File: src/rtl/ide_irq_pkg.sv
package ide_irq_pkg;
  localparam int NCH = 2;
  localparam int CH_W = 1;

  // dword addresses and byte lanes of the aliased registers
  localparam logic [5:0] DW_CH0 = 6'h14;  // byte 0x50
  localparam int         LN_CH0 = 0;
  localparam logic [5:0] DW_EN  = 6'h14;  // byte 0x51
  localparam int         LN_EN  = 1;
  localparam logic [5:0] DW_CH1 = 6'h15;  // byte 0x57
  localparam int         LN_CH1 = 3;
  localparam logic [5:0] DW_SHR = 6'h1C;  // byte 0x71
  localparam int         LN_SHR = 1;

  // bit positions inside those bytes
  localparam int B_CH0_STS = 2;
  localparam int B_CH1_STS = 4;
  localparam int B_SHR_S0  = 2;
  localparam int B_SHR_S1  = 3;
  localparam int B_SHR_M0  = 4;

  localparam logic [2:0] BM_OFF_CTL = 3'd1;
  localparam logic [2:0] BM_OFF_STS = 3'd2;

  function automatic logic [7:0] bm_status_next(input logic [7:0] old, input logic [7:0] val);
    return (val & 8'h60) | (old & 8'h01) | (old & ~val & 8'h06);
  endfunction

  function automatic logic irq_level(input logic [NCH-1:0] sts, input logic [NCH-1:0] msk);
    return |(sts & ~msk);
  endfunction

  function automatic logic [7:0] shared_byte(input logic [NCH-1:0] sts, input logic [NCH-1:0] msk);
    logic [7:0] b;
    b = '0;
    b[B_SHR_S0] = sts[0];
    b[B_SHR_S1] = sts[1];
    b[B_SHR_M0 +: NCH] = msk;
    return b;
  endfunction
endpackage

File: src/rtl/ide_irq_req_edge.sv
module ide_irq_req_edge
  import ide_irq_pkg::*;
(
  input  logic           clk,
  input  logic           rst_n,
  input  logic [NCH-1:0] req,
  output logic [NCH-1:0] rise,
  output logic [NCH-1:0] fall
);
  logic [NCH-1:0] req_q;

  for (genvar c = 0; c < NCH; c++) begin : g_ch
    always_ff @(posedge clk) begin
      if (!rst_n) req_q[c] <= 1'b0;
      else        req_q[c] <= req[c];
    end
    assign rise[c] = req[c] & ~req_q[c];
    assign fall[c] = ~req[c] & req_q[c];
  end
endmodule

File: src/rtl/ide_irq_cfg_decode.sv
module ide_irq_cfg_decode
  import ide_irq_pkg::*;
(
  input  logic           cfg_we,
  input  logic [5:0]     cfg_waddr,
  input  logic [3:0]     cfg_be,
  input  logic [31:0]    cfg_wdata,
  output logic [NCH-1:0] clr,
  output logic           en_we,
  output logic [7:0]     en_wdata
);
  logic hit_ch0, hit_ch1, hit_shr;
  logic unused_wdata;

  assign hit_ch0 = cfg_we && (cfg_waddr == DW_CH0) && cfg_be[LN_CH0];
  assign hit_ch1 = cfg_we && (cfg_waddr == DW_CH1) && cfg_be[LN_CH1];
  assign hit_shr = cfg_we && (cfg_waddr == DW_SHR) && cfg_be[LN_SHR];

  // one-to-clear through either alias of a channel
  assign clr[0] = (hit_ch0 && cfg_wdata[LN_CH0*8 + B_CH0_STS]) ||
                  (hit_shr && cfg_wdata[LN_SHR*8 + B_SHR_S0]);
  assign clr[1] = (hit_ch1 && cfg_wdata[LN_CH1*8 + B_CH1_STS]) ||
                  (hit_shr && cfg_wdata[LN_SHR*8 + B_SHR_S1]);

  assign en_we    = cfg_we && (cfg_waddr == DW_EN) && cfg_be[LN_EN];
  assign en_wdata = cfg_wdata[LN_EN*8 +: 8];

  assign unused_wdata = ^cfg_wdata;
endmodule

File: src/rtl/ide_irq_bm_regs.sv
module ide_irq_bm_regs
  import ide_irq_pkg::*;
(
  input  logic             clk,
  input  logic             rst_n,
  input  logic             bm_we,
  input  logic [CH_W-1:0]  bm_chan,
  input  logic [2:0]       bm_off,
  input  logic [7:0]       bm_wdata,
  input  logic [NCH*3-1:0] dma_set,
  output logic [NCH-1:0]   mask,
  output logic [NCH*8-1:0] bm_status,
  output logic             ctl_wr,
  output logic [NCH-1:0]   sts_wr
);
  assign ctl_wr = bm_we && (bm_off == BM_OFF_CTL);

  always_ff @(posedge clk) begin
    if (!rst_n)      mask <= '0;
    else if (ctl_wr) mask <= bm_wdata[B_SHR_M0 +: NCH];
  end

  for (genvar c = 0; c < NCH; c++) begin : g_ch
    logic [7:0] after_wr;
    assign sts_wr[c] = bm_we && (bm_off == BM_OFF_STS) && (bm_chan == CH_W'(c));
    assign after_wr  = sts_wr[c] ? bm_status_next(bm_status[c*8 +: 8], bm_wdata)
                                 : bm_status[c*8 +: 8];
    always_ff @(posedge clk) begin
      if (!rst_n) bm_status[c*8 +: 8] <= '0;
      else        bm_status[c*8 +: 8] <= after_wr | {5'b0, dma_set[c*3 +: 3]};
    end
  end
endmodule

File: src/rtl/ide_irq_status_regs.sv
module ide_irq_status_regs
  import ide_irq_pkg::*;
#(
  parameter bit HAS_SECONDARY = 1'b1
) (
  input  logic        clk,
  input  logic        rst_n,
  input  logic        cfg_we,
  input  logic [5:0]  cfg_waddr,
  input  logic [3:0]  cfg_be,
  input  logic [31:0] cfg_wdata,
  input  logic [5:0]  cfg_raddr,
  output logic [31:0] cfg_rdata,
  input  logic        bm_we,
  input  logic        bm_chan,
  input  logic [2:0]  bm_off,
  input  logic [7:0]  bm_wdata,
  output logic [15:0] bm_status,
  input  logic [5:0]  dma_set,
  input  logic [1:0]  irq_req,
  output logic        irq
);
  localparam logic [7:0] EN_RST = 8'h04 | (HAS_SECONDARY ? 8'h08 : 8'h00);

  logic [NCH-1:0] rise, fall, clr, sts, mask, bm_sts_wr;
  logic           bm_ctl_wr, en_we;
  logic [7:0]     en_wdata, en_q;

  ide_irq_req_edge u_edge (
    .clk(clk), .rst_n(rst_n), .req(irq_req), .rise(rise), .fall(fall)
  );

  ide_irq_cfg_decode u_dec (
    .cfg_we(cfg_we), .cfg_waddr(cfg_waddr), .cfg_be(cfg_be), .cfg_wdata(cfg_wdata),
    .clr(clr), .en_we(en_we), .en_wdata(en_wdata)
  );

  ide_irq_bm_regs u_bm (
    .clk(clk), .rst_n(rst_n), .bm_we(bm_we), .bm_chan(bm_chan), .bm_off(bm_off),
    .bm_wdata(bm_wdata), .dma_set(dma_set), .mask(mask), .bm_status(bm_status),
    .ctl_wr(bm_ctl_wr), .sts_wr(bm_sts_wr)
  );

  // single flop per channel feeds both aliases; request edge outranks a clear
  for (genvar c = 0; c < NCH; c++) begin : g_sts
    always_ff @(posedge clk) begin
      if (!rst_n)       sts[c] <= 1'b0;
      else if (rise[c]) sts[c] <= 1'b1;
      else if (fall[c]) sts[c] <= 1'b0;
      else if (clr[c])  sts[c] <= 1'b0;
    end
  end

  always_ff @(posedge clk) begin
    if (!rst_n)     en_q <= EN_RST;
    else if (en_we) en_q <= en_wdata;
  end

  always_comb begin
    cfg_rdata = '0;
    if (cfg_raddr == DW_CH0) cfg_rdata[LN_CH0*8 + B_CH0_STS] = sts[0];
    if (cfg_raddr == DW_EN)  cfg_rdata[LN_EN*8 +: 8] = en_q;
    if (cfg_raddr == DW_CH1) cfg_rdata[LN_CH1*8 + B_CH1_STS] = sts[1];
    if (cfg_raddr == DW_SHR) cfg_rdata[LN_SHR*8 +: 8] = shared_byte(sts, mask);
  end

  assign irq = irq_level(sts, mask);
endmodule

File: config.mk
export PLATFORM = sky130hd
export DESIGN_NAME = ide_irq_status_regs
export DESIGN_NICKNAME = d
export VERILOG_FILES = /design/src/rtl/ide_irq_pkg.sv /design/src/rtl/ide_irq_req_edge.sv /design/src/rtl/ide_irq_cfg_decode.sv /design/src/rtl/ide_irq_bm_regs.sv /design/src/rtl/ide_irq_status_regs.sv
export SDC_FILE = /design/constraint.sdc
export NUM_CORES = 1
export LEC_CHECK = 0
export ABC_AREA = 1
export ABC_CLOCK_PERIOD_IN_PS = 1000
export CAP_MARGIN = 30
export CORE_MARGIN = 8
export CORE_UTILIZATION = 30
export DETAILED_ROUTE_END_ITERATION = 16
export GPL_TIMING_DRIVEN = 0
export HOLD_SLACK_MARGIN = 0.1
export PLACE_DENSITY = 0.74
export SETUP_SLACK_MARGIN = 0.4
export SLEW_MARGIN = 5
export SYNTH_ARGS = -nofsm -noshare
export SYNTH_HDL_FRONTEND = slang
export SYNTH_HIERARCHICAL = 1
export SYNTH_SLANG_ARGS = --single-unit
File: constraint.sdc
create_clock -name clk -period 1 [get_ports clk]
set_input_delay 0.1 -clock clk [delete_from_list [all_inputs] [get_ports clk]]
set_output_delay 0.1 -clock clk [all_outputs]
set_load 0.02 [all_outputs]
==> results of run 1 <==
==> sequential cells by signal, indices dropped and copies added (netlist names) <==
signal          cells
u_edge/req_q        2
u_bm/mask           2
u_bm/bm_status     10
sts                 2
en_q                8
==> where the power goes <==
group          leakage, nW  internal [W]  switching (W)
Sequential           0.204      0.000992      0.0000272
Clock               0.0357      0.000535       0.000318
Combinational         1.21      0.000382       0.000396
==> path summary, 6_finish.rpt <==
kind,end,cells past startpoint,slack (ns),start
setup / recovery,irq,4,-0.14,sts[1]
hold / removal,en_q[5],3,0.06,cfg_wdata[13]
setup reg to reg,sts[1],5,0.18,sts[1]
hold reg to reg,u_bm/bm_status[9],2,0.47,u_bm/bm_status[9]
==> layer usage <==
metal  global-route usage [%]  routed length, um
met4                    4.219                 38
met1                    12.48               1786
met5                        0                  0
met2                    20.12               2502
met3                    2.736                330
==> tightest hold or removal path: stages <==
cell and delay (ns):
sky130_fd_sc_hd__buf_4 0.08, sky130_fd_sc_hd__nor2_2 0.03, sky130_fd_sc_hd__nor2_1 0.08
==> repair_timing <==
action / 4_1_cts / 5_1_grt
pin swaps: 22 / 21
setup endpoints to repair: 45 / 42
endpoints found under the hold margin: 6 / 3
buffers inserted: 10 / 7
cloned: 2 / 0
gates resized for setup: 256 / 50
==> cells in the final DEF, fill, tap and decap left out, types with 3 or more instances in the layout <==
master                            instances
sky130_fd_sc_hd__nor2_2                  10
sky130_fd_sc_hd__nand2_1                 20
sky130_fd_sc_hd__inv_4                    6
sky130_fd_sc_hd__dfxtp_2                 21
sky130_fd_sc_hd__conb_1                  28
sky130_fd_sc_hd__o21ai_0                  3
sky130_fd_sc_hd__inv_2                   10
sky130_fd_sc_hd__clkdlybuf4s50_1         13
sky130_fd_sc_hd__dlygate4sd2_1            3
sky130_fd_sc_hd__buf_6                   29
sky130_fd_sc_hd__buf_4                   52
sky130_fd_sc_hd__nor2_4                  12
sky130_fd_sc_hd__a21oi_2                 12
sky130_fd_sc_hd__nand4_1                  4
sky130_fd_sc_hd__nor2_1                  13
sky130_fd_sc_hd__nand2_4                  8
sky130_fd_sc_hd__inv_1                   19
sky130_fd_sc_hd__nand2_8                  3
sky130_fd_sc_hd__buf_2                    9
sky130_fd_sc_hd__nand2_2                 13
sky130_fd_sc_hd__nand3_2                  6
sky130_fd_sc_hd__nand3_1                  9
sky130_fd_sc_hd__clkbuf_8                 3
sky130_fd_sc_hd__dlymetal6s2s_1           4
==> area by class of cell <==
class	count	share of cell area, %
clock inverter	1	1.019
multi-input combinational	151	34.73
sequential	24	17.45
inverter	40	7.219
tap	70	2.972
clock buffer	3	1.401
timing repair buffer	78	25.52
buffer	37	9.682
==> stage by stage <==
step	area (um2)	setup TNS, ns
6_report	2947	-0.4133
5_1_grt	2947	-0.7972
4_1_cts	2728	-0.4029
3_5_place_dp	2484	-22.09
3_3_place_gp	2484	-21.51
2_1_floorplan	1795	0
==> logic make-up after synthesis <==
logic type | count (synthesis) | synth area share, %
flops | 24 | 31.58
other cells | 2 | 0.4936
compound gates | 23 | 7.649
buf+inv | 77 | 28.54
simple gates | 99 | 31.74
==> results by group, run 1 <==
GRT
  • Gr usage total: 11.25%
  • Wire length of the first global-routing pass: 6893 um
  • Total congestion overflow after global routing: 0
  • Initial antenna violation count: 0
  • Via count of the first global-routing pass: 1519
  • Pin count of the biggest net entering global routing: 15

Finish
  • Final std cells w/o fill: 404
  • Final-stage net count: 407
  • Area occupied by registers: 514.2 um2
  • Footprint of the multi-input gates: 1023 um2
  • Number of fill cells: 484
  • Utilization after layout: 58.82%
  • Proportion of layout cells with a drive suffix above 1: 64.07%
  • Number of inserted diodes: 0
  • Area Overhead vs Synth: 93.67%

Synthesis
  • Post-synth EDFFs: 0
  • Number of storage elements in the synthesis netlist: 24
  • Commonest register cell after synthesis: sky130_fd_sc_hd__dfxtp_1
  • Number of warnings reported in the yosys synthesis log: 6
  • Yosys top cell area share: 31.58%
  • Most frequent cells after synthesis: sky130_fd_sc_hd__buf_4, sky130_fd_sc_hd__nand2_1, sky130_fd_sc_hd__inv_1
  • Count of distinct cell types in the synthesized netlist: 22
  • Cell Area, Synth: 1521 um2
  • Library cell with the largest summed area after synthesis: sky130_fd_sc_hd__dfxtp_1
  • Number of cells produced by synthesis: 225
  • Asr flop ratio synth: 0%
  • Largest cells by area after synthesis: sky130_fd_sc_hd__dfxtp_1, sky130_fd_sc_hd__buf_4, sky130_fd_sc_hd__nand2_1
  • Sequential share of the synthesized area: 31.58%
  • Average footprint of a synthesized cell: 6.762 um2

Placement
  • Post-place setup slack: -0.9650 ns
  • Post-DP HPWL: 3505 um
  • Number of buffer cells added on primary ports: 60
  • Number of placed instances, taps included: 381
  • Routability congestion estimate from global placement: 0.7660

Timing
  • Final hold viol count: 0
  • Post-route worst setup slack: -0.1435 ns
  • Pins over their slew limit: 0
  • Post-route clock period utilization: 114.3%
  • Maximum clock rate: 874.5 MHz
  • Clock period minus worst slack: 1.143 ns
  • Final setup skew: 0.0006675 ns
  • RSZ-0062 raised after global routing: true
  • Final setup violation count: 6
  • Worst hold margin: 0.05890 ns

Worst setup path
  • Type of the setup path with the least slack: flop to primary output
  • Maximum cell stage delay along the critical path: 0.34 ns
  • Crit path launch type: flop
  • Cell-by-cell trace of the critical path: inv_2 -> buf_4 -> o22ai_4 -> buf_6
  • Cell at the slowest stage of the critical path: sky130_fd_sc_hd__dfxtp_2
  • CP Max Fanout: 3
  • Data arrival, critical path: 1.04 ns
  • Crit path buf inv count: 3
  • Critical Path Sink Type: primary output
  • Largest delay share family, worst path: flip-flops
  • CP required: 0.90 ns

Drt
  • Number of optimization iterations in the first detailed-route pass: 4
  • Average routed wire per standard cell: 11.53 um
  • Post-detailed-route count of antenna-violating nets: 0
  • Post-Route WL: 4659 um
  • Count of vias placed by the detailed router: 1549
  • Number of DRC violations after detailed routing: 0
  • Initial DRC Count: 32
  • Average vias per placed instance: 3.834

Clock tree
  • Clock net sink count: 24
  • Root buffer cell: sky130_fd_sc_hd__clkbuf_8
  • CTS clock-pin slew for the worst setup and hold paths: 0.09 ns
  • Htree depth: 1
  • Maximum number of buffers from clock root to sink: 2
  • Clk_lat worst skew: 0.26 ns
  • CTS tree: built
  • Total clock buffers created by CTS: 3

Floorplan
  • Die Footprint: 7606 um2
  • Effective utilization at floorplan: 30.37%
  • Die span in y: 87.22 um
  • IO Count: 121
  • Floorplan die width: 87.22 um
  • Core ar.: 5010 um2
  • Cell Rows: 26

Min path
  • Hold Crit Class: input pin to flop

Run status
  • Violations in the final reports: negative setup slack
  • Outcome: complete, but fails checks

Power and ir drop
  • Leakage power total: 1.449 nW
  • Power after layout: 0.002651 W
  • Worst vdd ir: 0.0006034 V
  • Cell area power density: 899.7 nW/um2

Flow run
  • Max-cap viol count: 0
(Power assumes the default switching activity.)
==> run 2, diff against run 1 <==
--- a/config.mk
+++ b/config.mk
@@ -14,6 +14,7 @@
 export GPL_TIMING_DRIVEN = 0
 export HOLD_SLACK_MARGIN = 0.1
 export PLACE_DENSITY = 0.74
+export REMOVE_ABC_BUFFERS = 1
 export SETUP_SLACK_MARGIN = 0.4
 export SLEW_MARGIN = 5
 export SYNTH_ARGS = -nofsm -noshare
==> run 2 against run 1 <==
Net effect: the flow still finishes with violations (negative setup slack); global-route usage about the same; core utilization down 6.0 points; die area unchanged; critical path depth unchanged.
==> results by group, run 2 (synthesized netlist as in run 1, its figures left out) <==
Finish
  • Area Overhead vs Synth: 74.01% (was 93.67%)
  • Most frequent standard cell in the layout excluding fill and tap cells: sky130_fd_sc_hd__buf_6 (was sky130_fd_sc_hd__buf_4)
  • Commonest non-fill, non-tap cells in the layout: sky130_fd_sc_hd__buf_6, sky130_fd_sc_hd__conb_1, sky130_fd_sc_hd__nand2_1 (was sky130_fd_sc_hd__buf_4, sky130_fd_sc_hd__buf_6, sky130_fd_sc_hd__conb_1)
  • Register with the most flip-flops: u_bm/bm_status (unchanged)
  • Final instance area: 2648 um2 (was 2947 um2)
  • Number of fill cells: 487 (was 484)
  • Registers with the most flip-flops: u_bm/bm_status: 10 flops, en_q: 8 flops (unchanged)
  • Max FFs per register: 10 (unchanged)
  • Final-stage net count: 379 (was 407)
  • Number of inserted diodes: 0 (unchanged)
  • Proportion of layout cells with a drive suffix above 1: 55.23% (was 64.07%)

Floorplan
  • Cell Rows: 26 (unchanged)
  • IO Count: 121 (unchanged)
  • Die span in y: 87.22 um (unchanged)
  • Die Footprint: 7606 um2 (unchanged)
  • Effective utilization at floorplan: 30.37% (unchanged)
  • Core ar.: 5010 um2 (unchanged)
  • Floorplan die width: 87.22 um (unchanged)

Timing
  • Final setup violation count: 6 (unchanged)
  • Post-route worst setup slack: -0.1849 ns (was -0.1435 ns)
  • Clock period minus worst slack: 1.185 ns (was 1.143 ns)
  • RSZ-0062 raised after global routing: true (unchanged)
  • Maximum clock rate: 843.9 MHz (was 874.5 MHz)
  • Final hold viol count: 0 (unchanged)
  • Final setup skew: 0.0002816 ns (was 0.0006675 ns)
  • Pins over their slew limit: 0 (unchanged)
  • Post-route clock period utilization: 118.5% (was 114.3%)
  • Worst hold margin: 0.1311 ns (was 0.05890 ns)

Power and ir drop
  • Worst vdd ir: 0.0006349 V (was 0.0006034 V)
  • Leakage power total: 1.265 nW (was 1.449 nW)
  • Cell area power density: 951.4 nW/um2 (was 899.7 nW/um2)
  • Power after layout: 0.002519 W (was 0.002651 W)

Drt
  • Post-Route WL: 4549 um (was 4659 um)
  • Number of optimization iterations in the first detailed-route pass: 4 (unchanged)
  • Count of vias placed by the detailed router: 1544 (was 1549)
  • Average routed wire per standard cell: 12.10 um (was 11.53 um)
  • Initial DRC Count: 38 (was 32)
  • Number of DRC violations after detailed routing: 0 (unchanged)
  • Average vias per placed instance: 4.106 (was 3.834)
  • Post-detailed-route count of antenna-violating nets: 0 (unchanged)

Placement
  • Post-place setup slack: -0.7584 ns (was -0.9650 ns)
  • Area post-placement: 2086 um2 (was 2484 um2)
  • Post-DP HPWL: 3184 um (was 3505 um)
  • Routability congestion estimate from global placement: 0.8039 (was 0.7660)
  • Number of buffer cells added on primary ports: 66 (was 60)

Worst setup path
  • CP required: 0.90 ns (about the same)
  • R2r worst-path depth: 6 (was 5)
  • Critical Path Sink Type: primary output (unchanged)
  • CP Max Fanout: 2 (was 3)
  • Cell-by-cell trace of the critical path: inv_2 -> buf_4 -> o22ai_2 -> buf_6 (was inv_2 -> buf_4 -> o22ai_4 -> buf_6)
  • Data arrival, critical path: 1.08 ns (was 1.04 ns)
  • Crit path launch type: flop (unchanged)
  • Maximum cell stage delay along the critical path: 0.34 ns (about the same)
  • Type of the setup path with the least slack: flop to primary output (unchanged)
  • Cell at the slowest stage of the critical path: sky130_fd_sc_hd__dfxtp_2 (unchanged)

Min path
  • Cell count of the worst hold path: 3 (unchanged)
  • Hold Crit Class: input pin to flop (unchanged)

Clock tree
  • Count of hold buffers inserted by post-cts repair: 0
  • CTS tree: built (unchanged)
  • Clk_lat worst skew: 0.26 ns (about the same)
  • CTS clock-pin slew for the worst setup and hold paths: 0.09 ns (about the same)
  • Total clock buffers created by CTS: 3 (unchanged)
  • Clock net sink count: 24 (unchanged)
  • Htree depth: 1 (unchanged)
  • Root buffer cell: sky130_fd_sc_hd__clkbuf_8 (unchanged)
  • Maximum number of buffers from clock root to sink: 2 (unchanged)

GRT
  • Wire length of the first global-routing pass: 6865 um (was 6893 um)
  • Gr usage total: 11.22% (was 11.25%)
  • Pin count of the biggest net entering global routing: 15 (unchanged)
  • Total congestion overflow after global routing: 0 (unchanged)
  • Via count of the first global-routing pass: 1510 (was 1519)
  • Initial antenna violation count: 0 (unchanged)

Flow run
  • Max-cap viol count: 0 (unchanged)

Run status
  • Violations in the final reports: negative setup slack (unchanged)
  • Outcome: complete, but fails checks (unchanged)
[run 2: final timing paths]
| check | from | to | slack (ns) |
|---|---|---|---|
| setup / recovery | sts[1] | irq | -0.18 |
| hold / removal | bm_wdata[6] | u_bm/bm_status[14] | 0.13 |
| setup reg to reg | sts[1] | sts[1] | 0.05 |
| hold reg to reg | en_q[3] | en_q[3] | 0.47 |
[run 2: timing repair]
action / in CTS / in global routing
gates resized for setup: 276 / 62
pin swaps: 42 / 32
setup buffers: 13 / 7
cloned: 2 / 0
setup endpoints to repair: 45 / 42
[run 2: layer usage]
layer	wire length, um	part of all wire (%)	global-route usage [%]	vias to the layer above
li1	-	-	-	783
met1	1616	36	11.03	704
met2	2465	54	21.30	53
met3	437	9.6	4.623	4
met4	30	0.66	2.344	0
met5	0	0	0	-
[run 2: metrics by stage]
step	cells	setup TNS, ns	util, %
after detailed placement	350	-20.60	41.63
after floorplan	214	-0.06232	-
final	376	-0.4566	52.85
after CTS	369	-0.3427	47.93
after global placement	350	-19.94	41.63
after global routing	376	-0.9085	52.85
[run 2: layout make-up]
cell class / count / area [um2] / area share (%)
multi-input cells: 151 / 960.9 / 36.29
well taps: 70 / 87.58 / 3.308
repair buffers: 86 / 835.8 / 31.57
inverters: 40 / 176.4 / 6.664
flip-flops and latches: 24 / 508.0 / 19.19
repair inverters: 1 / 7.507 / 0.2836
clock buffers: 3 / 41.29 / 1.560
clock inverters: 1 / 30.03 / 1.134
[run 2: worst max-delay path: cells and delay by family, from the launching register on]
family                 cells  cell delay (ns)
flip-flops                 1             0.34
buffers and inverters      3             0.31
AO/OA/AOI/OAI              1             0.17
[run 2: power breakdown]
group / switching [W] / internal, W / leakage (nW) / total, W
Combinational: 0.000359 / 0.000297 / 1.03 / 0.000655
Sequential: 0.0000259 / 0.000993 / 0.204 / 0.00102
Clock: 0.000310 / 0.000535 / 0.0357 / 0.000844
==> run 3, diff against run 2 <==
--- a/config.mk
+++ b/config.mk
@@ -11,11 +11,9 @@
 export CORE_MARGIN = 8
 export CORE_UTILIZATION = 30
 export DETAILED_ROUTE_END_ITERATION = 16
-export GPL_TIMING_DRIVEN = 0
 export HOLD_SLACK_MARGIN = 0.1
 export PLACE_DENSITY = 0.74
 export REMOVE_ABC_BUFFERS = 1
-export SETUP_SLACK_MARGIN = 0.4
 export SLEW_MARGIN = 5
 export SYNTH_ARGS = -nofsm -noshare
 export SYNTH_HDL_FRONTEND = slang
==> run 3 against run 2 <==
Net effect: the flow still finishes with violations (negative setup slack); global-route usage decreased by 0.46 points; clock skew about the same; critical path type unchanged; sequential share of layout area increased by 0.73 points; via count decreased by 1.0%; power decreased by 1.5%; fmax decreased by 0.50%; clock-buffer cell count unchanged; sequential power about the same; setup slack got worse by 0.0059 ns; largest cell class unchanged; cell count increased by 2.4%; core utilization decreased by 3.7 points.
==> results by group, run 3 (synthesized netlist as in run 1, its figures left out) <==
Finish
  • Registers with the most flip-flops: u_bm/bm_status: 10 flops, en_q: 8 flops (unchanged)
  • Register with the most flip-flops: u_bm/bm_status (unchanged)
  • Utilization after layout: 49.15% (was 52.85%)
  • Proportion of layout cells with a drive suffix above 1: 41.90% (was 55.23%)
  • Final-stage net count: 388 (was 379)
  • Final instance area: 2462 um2 (was 2648 um2)
  • Max FFs per register: 10 (unchanged)
  • Area Overhead vs Synth: 61.84% (was 74.01%)
  • Number of inserted diodes: 0 (unchanged)
  • Commonest non-fill, non-tap cells in the layout: sky130_fd_sc_hd__nand2_1, sky130_fd_sc_hd__clkdlybuf4s50_1, sky130_fd_sc_hd__buf_4 (was sky130_fd_sc_hd__buf_6, sky130_fd_sc_hd__conb_1, sky130_fd_sc_hd__nand2_1)

Drt
  • Initial DRC Count: 31 (was 38)
  • Average vias per placed instance: 3.969 (was 4.106)
  • Average routed wire per standard cell: 10.98 um (was 12.10 um)
  • Post-detailed-route count of antenna-violating nets: 0 (unchanged)
  • Number of optimization iterations in the first detailed-route pass: 4 (unchanged)
  • Post-Route WL: 4227 um (was 4549 um)
  • Number of DRC violations after detailed routing: 0 (unchanged)
  • Count of vias placed by the detailed router: 1528 (was 1544)

Worst setup path
  • Critical Path Sink Type: primary output (unchanged)
  • Type of the setup path with the least slack: flop to primary output (unchanged)
  • Cell-by-cell trace of the critical path: inv_2 -> nor2_2 -> nand2_1 -> nor3_2 -> buf_4 (was inv_2 -> buf_4 -> o22ai_2 -> buf_6)
  • Maximum cell stage delay along the critical path: 0.34 ns (about the same)
  • Crit path buf inv count: 2 (was 3)
  • CP required: 0.90 ns (about the same)
  • CP Max Fanout: 2 (unchanged)
  • Crit path launch type: flop (unchanged)
  • Data arrival, critical path: 1.09 ns (was 1.08 ns)
  • Largest delay share family, worst path: flip-flops (unchanged)
  • Cell at the slowest stage of the critical path: sky130_fd_sc_hd__dfxtp_2 (unchanged)

Floorplan
  • Floorplan die width: 87.22 um (unchanged)
  • Cell Rows: 26 (unchanged)
  • Core ar.: 5010 um2 (unchanged)
  • Die Footprint: 7606 um2 (unchanged)
  • IO Count: 121 (unchanged)
  • Die span in y: 87.22 um (unchanged)
  • Effective utilization at floorplan: 30.37% (unchanged)

Clock tree
  • Root buffer cell: sky130_fd_sc_hd__clkbuf_8 (unchanged)
  • Maximum number of buffers from clock root to sink: 2 (unchanged)
  • Clock net sink count: 24 (unchanged)
  • CTS clock-pin slew for the worst setup and hold paths: 0.08 ns (was 0.09 ns)
  • Total clock buffers created by CTS: 3 (unchanged)
  • CTS tree: built (unchanged)
  • Htree depth: 1 (unchanged)
  • Clk_lat worst skew: 0.27 ns (was 0.26 ns)

Min path
  • Hold Crit Class: input pin to flop (unchanged)

GRT
  • Gr usage total: 10.77% (was 11.22%)
  • Via count of the first global-routing pass: 1536 (was 1510)
  • Pin count of the biggest net entering global routing: 15 (unchanged)
  • Total congestion overflow after global routing: 0 (unchanged)
  • Wire length of the first global-routing pass: 6561 um (was 6865 um)
  • Initial antenna violation count: 0 (unchanged)

Timing
  • Final setup TNS: -0.7433 ns (was -0.4566 ns)
  • Pins over their slew limit: 0 (unchanged)
  • Final setup skew: 0.0001746 ns (was 0.0002816 ns)
  • Clock period minus worst slack: 1.191 ns (was 1.185 ns)
  • Maximum clock rate: 839.8 MHz (was 843.9 MHz)
  • Post-route worst setup slack: -0.1908 ns (was -0.1849 ns)
  • Final setup violation count: 7 (was 6)
  • Post-route clock period utilization: 119.1% (was 118.5%)
  • Final hold viol count: 0 (unchanged)
  • RSZ-0062 raised after global routing: true (unchanged)

Run status
  • Outcome: complete, but fails checks (unchanged)
  • Violations in the final reports: negative setup slack (unchanged)

Power and ir drop
  • Cell area power density: 1007 nW/um2 (was 951.4 nW/um2)
  • Worst vdd ir: 0.0008592 V (was 0.0006349 V)
  • Power after layout: 0.002481 W (was 0.002519 W)
  • Leakage power total: 1.221 nW (was 1.265 nW)

Placement
  • Post-place setup slack: -0.7854 ns (was -0.7584 ns)
  • Number of buffer cells added on primary ports: 66 (unchanged)
  • Post-DP HPWL: 3341 um (was 3184 um)
  • Area post-placement: 2228 um2 (was 2086 um2)
  • Routability congestion estimate from global placement: 0.7860 (was 0.8039)

Flow run
  • Max-cap viol count: 0 (unchanged)
==> run 3: changes by cell type in the layout (fill, tap and decap cells not counted), sizes merged <==
cell,change
clkinv,+1
clkdlybuf4s50,+12
inv,-1
clkdlybuf4s15,+4
clkbuf,+4
dlygate4sd2,-6
buf,-5
==> run 3: stage by stage <==
stage,cells,hold slack (ns)
after floorplan,214,0.1841
after global placement,369,0.4458
after detailed placement,369,0.4536
after CTS,381,0.3635
after global routing,385,0.3633
final,385,0.3523
==> run 3: area by class of cell <==
type,instances,area [um2]
repair buffers,95,812.0
multi-input cells,151,833.3
flip-flops and latches,24,490.5
inverters,40,160.2
well taps,70,87.58
clock buffers,3,41.29
repair inverters,1,7.507
fillers,506,2547
clock inverters,1,30.03
==> run 3: path summary, 6_finish.rpt <==
check	cells past startpoint	from	to	slack (ns)
hold / removal	5	cfg_be[1]	en_q[7]	0.35
hold reg to reg	2	en_q[7]	en_q[7]	0.45
setup reg to reg	7	sts[1]	sts[1]	-0.06
setup / recovery	5	sts[1]	cfg_rdata[28]	-0.19
==> run 3: worst reg2reg max path: cells and delay by family, from the launching register on <==
kind / cells / cell delay [ns]
flops: 1 / 0.34
buf+inv: 4 / 0.41
compound gates: 1 / 0.10
simple gates: 2 / 0.13
==> run 3: per-layer routing <==
metal	GRT usage (%)	part of all wire [%]	up-vias
li1	-	-	807
met1	10.31	37	667
met2	20.47	53	52
met3	5.094	9.6	2
met4	1.875	0.28	0
met5	0	0	-
==> run 3: power by group <==
group,switching [W],internal [W]
sequential,0.0000201,0.000991
combinational,0.000336,0.000294
clock,0.000304,0.000535
==> run 3: repair_timing <==
item                                    CTS  global route
hold endpoints to repair                  0             0
resized for setup                       144            67
pin swaps                                20            23
hold buffers                              0             0
gates cloned                              2             0
buffers inserted                          6             4
endpoints found under the setup margin   29            27
